## src/rtl/nws_pkg.sv

```systemverilog
package nws_pkg;

   localparam int unsigned LANE_W = 8;

   typedef enum logic [1:0] {
      OP_IDLE  = 2'd0,
      OP_READ  = 2'd1,
      OP_WRITE = 2'd2
   } op_e;

   // low two word-address bits of a burst beat
   function automatic logic [1:0] beat_low(input logic [1:0] base,
                                           input logic [1:0] cnt,
                                           input logic       ilv);
      return ilv ? (base ^ cnt) : (base + cnt);
   endfunction

endpackage

```

## src/rtl/nws_burst_seq.sv

```systemverilog
module nws_burst_seq
   import nws_pkg::*;
#(
   parameter int unsigned AW = 6
) (
   input  logic          clk,
   input  logic          rst_n,
   input  logic          en,
   input  logic          adv_step,
   input  logic          sel_ok,
   input  logic          we_n,
   input  logic          burst_ilv,
   input  logic [AW-1:0] addr,
   output op_e           nxt_op,
   output logic [AW-1:0] nxt_addr
);

   logic [AW-1:0] bst_base;
   logic [1:0]    bst_cnt;
   op_e           bst_op;
   logic [1:0]    step_cnt;
   logic [1:0]    step_lo;
   logic [AW-1:0] step_addr;
   op_e           load_op;

   assign step_cnt = bst_cnt + 2'd1;
   assign step_lo  = beat_low(bst_base[1:0], step_cnt, burst_ilv);

   generate
      if (AW > 2) begin : g_hi
         assign step_addr = {bst_base[AW-1:2], step_lo};
      end else begin : g_lo
         assign step_addr = step_lo;
      end
   endgenerate

   always_comb begin
      if (!sel_ok)    load_op = OP_IDLE;
      else if (we_n)  load_op = OP_READ;
      else            load_op = OP_WRITE;
   end

   always_comb begin
      if (adv_step) begin
         nxt_op   = bst_op;
         nxt_addr = step_addr;
      end else begin
         nxt_op   = load_op;
         nxt_addr = addr;
      end
   end

   always_ff @(posedge clk or negedge rst_n) begin
      if (!rst_n) begin
         bst_base <= '0;
         bst_cnt  <= '0;
         bst_op   <= OP_IDLE;
      end else if (en) begin
         if (adv_step) begin
            bst_cnt <= step_cnt;
         end else begin
            bst_base <= addr;
            bst_cnt  <= '0;
            bst_op   <= load_op;
         end
      end
   end

endmodule

```

## src/rtl/nws_lane_store.sv

```systemverilog
module nws_lane_store
   import nws_pkg::*;
#(
   parameter int unsigned DEPTH = 64,
   parameter int unsigned LANES = 6,
   parameter int unsigned AW    = $clog2(DEPTH),
   localparam int unsigned WW   = LANES * LANE_W
) (
   input  logic             clk,
   input  logic             wr_en,
   input  logic [AW-1:0]    wr_addr,
   input  logic [LANES-1:0] wr_lane_n,
   input  logic [WW-1:0]    wr_data,
   input  logic [AW-1:0]    rd_addr,
   output logic [WW-1:0]    rd_word
);

   logic [WW-1:0] mem [DEPTH];
   logic [WW-1:0] stored;
   logic          hit;

   assign stored = mem[rd_addr];
   assign hit    = wr_en && (wr_addr == rd_addr);

   // per-lane bypass of the write committing at this same edge
   generate
      for (genvar g = 0; g < LANES; g++) begin : g_lane
         assign rd_word[g*LANE_W +: LANE_W] =
            (hit && !wr_lane_n[g]) ? wr_data[g*LANE_W +: LANE_W]
                                   : stored[g*LANE_W +: LANE_W];
      end
   endgenerate

   always_ff @(posedge clk) begin
      if (wr_en) begin
         for (int i = 0; i < LANES; i++) begin
            if (!wr_lane_n[i])
               mem[wr_addr][i*LANE_W +: LANE_W] <= wr_data[i*LANE_W +: LANE_W];
         end
      end
   end

endmodule

```

## src/rtl/nws_out_stage.sv

```systemverilog
module nws_out_stage #(
   parameter int unsigned WW = 48
) (
   input  logic          clk,
   input  logic          rst_n,
   input  logic          en,
   input  logic          slot_read,
   input  logic [WW-1:0] rd_word,
   input  logic          oe_n,
   output logic [WW-1:0] dq_out,
   output logic          dq_drv
);

   logic          drv_q;
   logic [WW-1:0] dat_q;

   always_ff @(posedge clk or negedge rst_n) begin
      if (!rst_n) begin
         drv_q <= 1'b0;
         dat_q <= '0;
      end else if (en) begin
         drv_q <= slot_read;
         if (slot_read) dat_q <= rd_word;
      end
   end

   assign dq_out = dat_q;
   assign dq_drv = drv_q & ~oe_n;

endmodule

```

## src/rtl/nowait_sram.sv

```systemverilog
module nowait_sram
   import nws_pkg::*;
#(
   parameter  int unsigned DEPTH  = 64,
   parameter  int unsigned LANES  = 6,
   localparam int unsigned AW     = $clog2(DEPTH),
   localparam int unsigned WORD_W = LANES * LANE_W
) (
   input  logic              clk,
   input  logic              rst_n,
   input  logic              cen_n,
   input  logic              adv_step,
   input  logic              we_n,
   input  logic [LANES-1:0]  bwe_n,
   input  logic              sel0_n,
   input  logic              sel1,
   input  logic              sel2_n,
   input  logic              burst_ilv,
   input  logic [AW-1:0]     addr,
   input  logic [WORD_W-1:0] dq_in,
   input  logic              oe_n,
   output logic [WORD_W-1:0] dq_out,
   output logic              dq_drv
);

   generate
      if (DEPTH < 4 || (DEPTH & (DEPTH - 1)) != 0) begin : g_bad_depth
         $error("nowait_sram: DEPTH must be a power of two of at least 4");
      end
      if (LANES < 1) begin : g_bad_lanes
         $error("nowait_sram: LANES must be at least 1");
      end
   endgenerate

   logic          en;
   logic          sel_ok;
   op_e           nxt_op;
   logic [AW-1:0] nxt_addr;

   // address/control stage
   op_e              s1_op;
   logic [AW-1:0]    s1_addr;
   logic [LANES-1:0] s1_lane_n;
   // write-data stage
   logic             s2_wr;
   logic [AW-1:0]    s2_addr;
   logic [LANES-1:0] s2_lane_n;

   logic [WORD_W-1:0] rd_word;

   assign en     = ~cen_n;
   assign sel_ok = ~sel0_n & sel1 & ~sel2_n;

   nws_burst_seq #(.AW(AW)) u_burst (
      .clk       (clk),
      .rst_n     (rst_n),
      .en        (en),
      .adv_step  (adv_step),
      .sel_ok    (sel_ok),
      .we_n      (we_n),
      .burst_ilv (burst_ilv),
      .addr      (addr),
      .nxt_op    (nxt_op),
      .nxt_addr  (nxt_addr)
   );

   always_ff @(posedge clk or negedge rst_n) begin
      if (!rst_n) begin
         s1_op     <= OP_IDLE;
         s1_addr   <= '0;
         s1_lane_n <= '1;
         s2_wr     <= 1'b0;
         s2_addr   <= '0;
         s2_lane_n <= '1;
      end else if (en) begin
         s1_op     <= nxt_op;
         s1_addr   <= nxt_addr;
         s1_lane_n <= bwe_n;
         s2_wr     <= (s1_op == OP_WRITE);
         s2_addr   <= s1_addr;
         s2_lane_n <= s1_lane_n;
      end
   end

   nws_lane_store #(.DEPTH(DEPTH), .LANES(LANES), .AW(AW)) u_store (
      .clk       (clk),
      .wr_en     (en & s2_wr),
      .wr_addr   (s2_addr),
      .wr_lane_n (s2_lane_n),
      .wr_data   (dq_in),
      .rd_addr   (s1_addr),
      .rd_word   (rd_word)
   );

   nws_out_stage #(.WW(WORD_W)) u_out (
      .clk       (clk),
      .rst_n     (rst_n),
      .en        (en),
      .slot_read (s1_op == OP_READ),
      .rd_word   (rd_word),
      .oe_n      (oe_n),
      .dq_out    (dq_out),
      .dq_drv    (dq_drv)
   );

endmodule

```

## config.mk

```make
export PLATFORM = sky130hd
export DESIGN_NAME = nowait_sram
export DESIGN_NICKNAME = d
export VERILOG_FILES = /design/src/rtl/nws_pkg.sv /design/src/rtl/nws_burst_seq.sv /design/src/rtl/nws_lane_store.sv /design/src/rtl/nws_out_stage.sv /design/src/rtl/nowait_sram.sv
export SDC_FILE = /design/constraint.sdc
export NUM_CORES = 2
export LEC_CHECK = 0
export BUFFER_PORTS_ARGS = -buffer_cell sky130_fd_sc_hd__clkbuf_2
export CORE_ASPECT_RATIO = 0.75
export CORE_UTILIZATION = 40
export CTS_CLUSTER_DIAMETER = 120
export DETAILED_ROUTE_END_ITERATION = 8
export PLACE_DENSITY = 0.63
export SYNTH_ARGS = -nofsm -noshare
export SYNTH_HDL_FRONTEND = slang
export SYNTH_SLANG_ARGS = --single-unit
export TNS_END_PERCENT = 50
```

## constraint.sdc

```tcl
create_clock -name clk -period 2.95 [get_ports clk]
set_input_delay 0.1475 -clock clk [delete_from_list [all_inputs] [get_ports clk]]
set_output_delay 0.1475 -clock clk [all_outputs]
set_load 0.05 [all_outputs]
```

==> flow_metrics.py <==
metrics = {
    "status": {
        "status": "complete, but fails checks",
        "violations": "negative setup slack",
    },
    "power_and_ir_drop": {
        "p_leak_nw": 44.8,
        "power_density_nw_per_um2": 722,
        "vdd.ir_drop.worst_mv": 0.410,
        "power_mw": 103,
    },
    "route": {
        "drc_errors": 0,
        "first_pass_iters": 8,
        "vias": 63400,
        "totalWireLength_um": 342000,
        "wl_per_cell_um": 31.8,
        "ant_nets": 0,
        "vias_per_cell": 5.88,
        "drtIter0Drc": 9120,
    },
    "global_routing": {
        "use_met1": 0.312,
        "use_met2": 0.324,
        "grtUsageTotal": 0.219,
        "grt_max_degree": 67,
        "grt_first_pass_wirelength_um": 476000,
        "met3_usage": 0.0700,
        "overflow": 0,
        "busiest_layer": "met2",
        "antenna_found_initial": 15,
        "grt_pass1_vias": 61800,
    },
    "layout": {
        "drive_gt1_frac": 0.318,
        "fin_area_sq_um": 142000,
        "fin_nets": 6551,
        "fin_util": 0.473,
        "syn_to_final_growth_pct": 17.2,
        "fill_cells": 24400,
    },
    "clock_network": {
        "clk_pin_slew_ps": 60,
        "clk_latency_ps": 890,
        "cts_sinks": 3156,
        "cts_tree": "yes",
        "h-tree-depth": 5,
        "cts_buffers": 298,
        "cts.path.max_buffers": 4,
        "clockRootBuffer": "clkbuf_16",
    },
    "critical_path": {
        "cp_data_required_time_ps": 3690,
        "crit_path_start_kind": "flop",
        "critPathCaptureType": "flop",
        "path_cells": "buf_12 > buf_12 > buf_4 > mux4_2 > a22oi_2 > a21oi_1 > or4_1 > o21ai_0 > a21oi_1",
        "regToRegStartpoint": "s1_addr[0]$_DFFE_PN0N_",
        "critical_path.max_fanout": 13,
        "cp-startpoint": "s1_addr[0]$_DFFE_PN0N_",
        "crit_buf_inv": 3,
        "cp_top_family": "buffers and inverters",
        "cp_slowest_stage_delay_ps": 540,
        "criticalPathCategory": "flop to flop",
        "crit_slowest_cell": "dfrtp_4",
        "critPathArrivalTime_ps": 3710,
    },
    "floorplanning": {
        "start_util": 0.404,
        "fp.coreArea_sq_um": 301000,
        "die_x_um": 639,
        "die_h_um": 479,
        "ios": 119,
        "placementRows": 174,
        "dieArea_sq_um": 306000,
    },
    "placement": {
        "place_ws_ps": -298,
        "place.gp.congestion": 0.888,
        "dp_hpwl_um": 226000,
        "port_buffers": 118,
        "detailed_place.area_sq_um": 132000,
    },
    "timing": {
        "rsz0062_at_grt": "yes",
        "fin_crit_sh": 1.01,
        "hold_viol_final": 0,
        "drv_slew": 0,
        "tightest_slew_ps": 1280,
        "finalSetupViolCount": 2,
        "skew_ps": 40.9,
        "fmaxAchievable_mhz": 337,
        "slew_headroom": 0.144,
        "timing.final.crit_period_ps": 2970,
        "fin_ws_ps": -21.0,
    },
    "synthesis": {
        "yosysWarnings": 0,
        "async_reset_ff_frac": 0.0266,
        "synthTopCellsByCount": "3072 x edfxtp_1, 786 x mux4_2, 429 x nor2_1",
        "synth_cell_types": 54,
        "synth_area_per_cell_sq_um": 21.4,
        "synthCells": 5677,
        "synth_edf_count": 3072,
        "netlist_area_sq_um": 122000,
        "syn_nets": 5748,
        "synth-seq-cells": 3156,
        "yosysTopAreaCell": "edfxtp_1",
        "synth_flop_cell": "edfxtp_1",
        "yosysMostFrequentCell": "edfxtp_1",
        "yosysSeqAreaShare": 0.776,
        "synth_top_cell_area_share": 0.759,
        "synthTopCellsByArea": "edfxtp_1 76%, mux4_2 15%, a22oi_1 1.8%",
    },
    "min_path": {
        "hold_class": "primary input to flop",
        "hp-start": "dq_in[13]",
    },
    "flow_run": {
        "cap_violations": 0,
    },
}
## path summary, 6_finish.rpt
kind                                                  to  slack [ps]  depth (start not counted)
min in group asynchronous   u_out.dq_out[27]$_DFFE_PN0P_          70                          3
setup / recovery            u_out.dq_out[14]$_DFFE_PN0P_         -20                          9
hold / removal             u_store.mem[57][13]$_DFFE_PP_          50                          1
max in group asynchronous   u_out.dq_out[13]$_DFFE_PN0P_        2570                          3
setup reg to reg            u_out.dq_out[14]$_DFFE_PN0P_         -20                          9
hold reg to reg                        s2_wr$_DFFE_PN0N_         470                          2
## metal layers
layer	routed length, um	part of all wire
met1	139000	0.40
met2	154000	0.45
met3	40000	0.12
met4	9320	0.027
met5	502	0.0015
## registers in the layout, indices dropped and copies added (netlist names)
register,flops
s1_addr,6
s1_lane_n,6
s2_addr,6
s2_lane_n,6
s2_wr,1
u_burst.bst_base,6
u_burst.bst_cnt,2
u_burst.bst_op,2
u_out.dq_out,48
u_out.drv_q,1
u_store.mem,3072
## layout make-up
class	instances	area (sq um)	area share
Clock buffer	386	8070	0.0567
Inverter	3	13.8	0.0000966
Clock inverter	140	1380	0.00966
Antenna cell	15	37.5	0.000263
Tap cell	4048	5060	0.0356
Timing Repair Buffer	854	7700	0.0540
Sequential cell	3156	94400	0.663
Multi-Input combinational cell	2167	25800	0.181
## power breakdown
| group | total, mW | internal, mW | switching, mW |
|---|---|---|---|
| registers | 50.3 | 49.6 | 0.706 |
| logic | 14.5 | 5.99 | 8.54 |
| clock network | 38.1 | 21.6 | 16.5 |
| total | 103 | 77.2 | 25.7 |
## through the flow
step                      setup TNS (ps)  hold slack [ps]  cells
after detailed placement            -969              236  10200
after floorplan                        0             -148   5677
after global routing                -640             46.2  10800
after CTS                          -24.6             10.6  10700
final                              -28.7             49.9  10800
after global placement              -964              236  10200
## timing repair
action	4_1_cts	5_1_grt
buffers inserted	0	12
setup endpoints to repair	14	48
hold endpoints to repair	337	0
gates resized for setup	22	82
pin swaps	1	9
hold buffers	37	0
cloned	1	4
## cell usage in the layout (no fill, tap or decap), types with 30 or more instances in the layout
cell type / synthesis / final
mux2_2: 30 / 30
nand2_1: 142 / 140
dfrtp_1: 72 / 66
clkbuf_2: 1 / 117
buf_12: 0 / 91
mux4_2: 786 / 786
mux2i_1: 46 / 44
a22oi_2: 0 / 38
nor2_1: 429 / 426
a21oi_1: 214 / 203
a22oi_1: 293 / 255
edfxtp_1: 3072 / 3072
clkinv_1: 0 / 61
clkbuf_1: 169 / 72
clkinv_2: 0 / 32
dlygate4sd3_1: 0 / 36
buf_4: 44 / 579
clkbuf_16: 0 / 313
## cells by family (layout without fill, tap and decap cells)
| family | Yosys count | after routing | synth area share |
|---|---|---|---|
| AOI/OAI and AO/OA | 582 | 582 | 0.0310 |
| other | 0 | 15 | 0 |
| DFF | 3156 | 3156 | 0.776 |
| xor gates and xnor gates | 9 | 9 | 0.000648 |
| muxes | 862 | 862 | 0.152 |
| adders and majority gates | 1 | 1 | 0.000103 |
| and+or+nand+nor | 713 | 713 | 0.0252 |
| buffers and inverters | 354 | 1383 | 0.0147 |
Power figures use the tool's default switching activity.
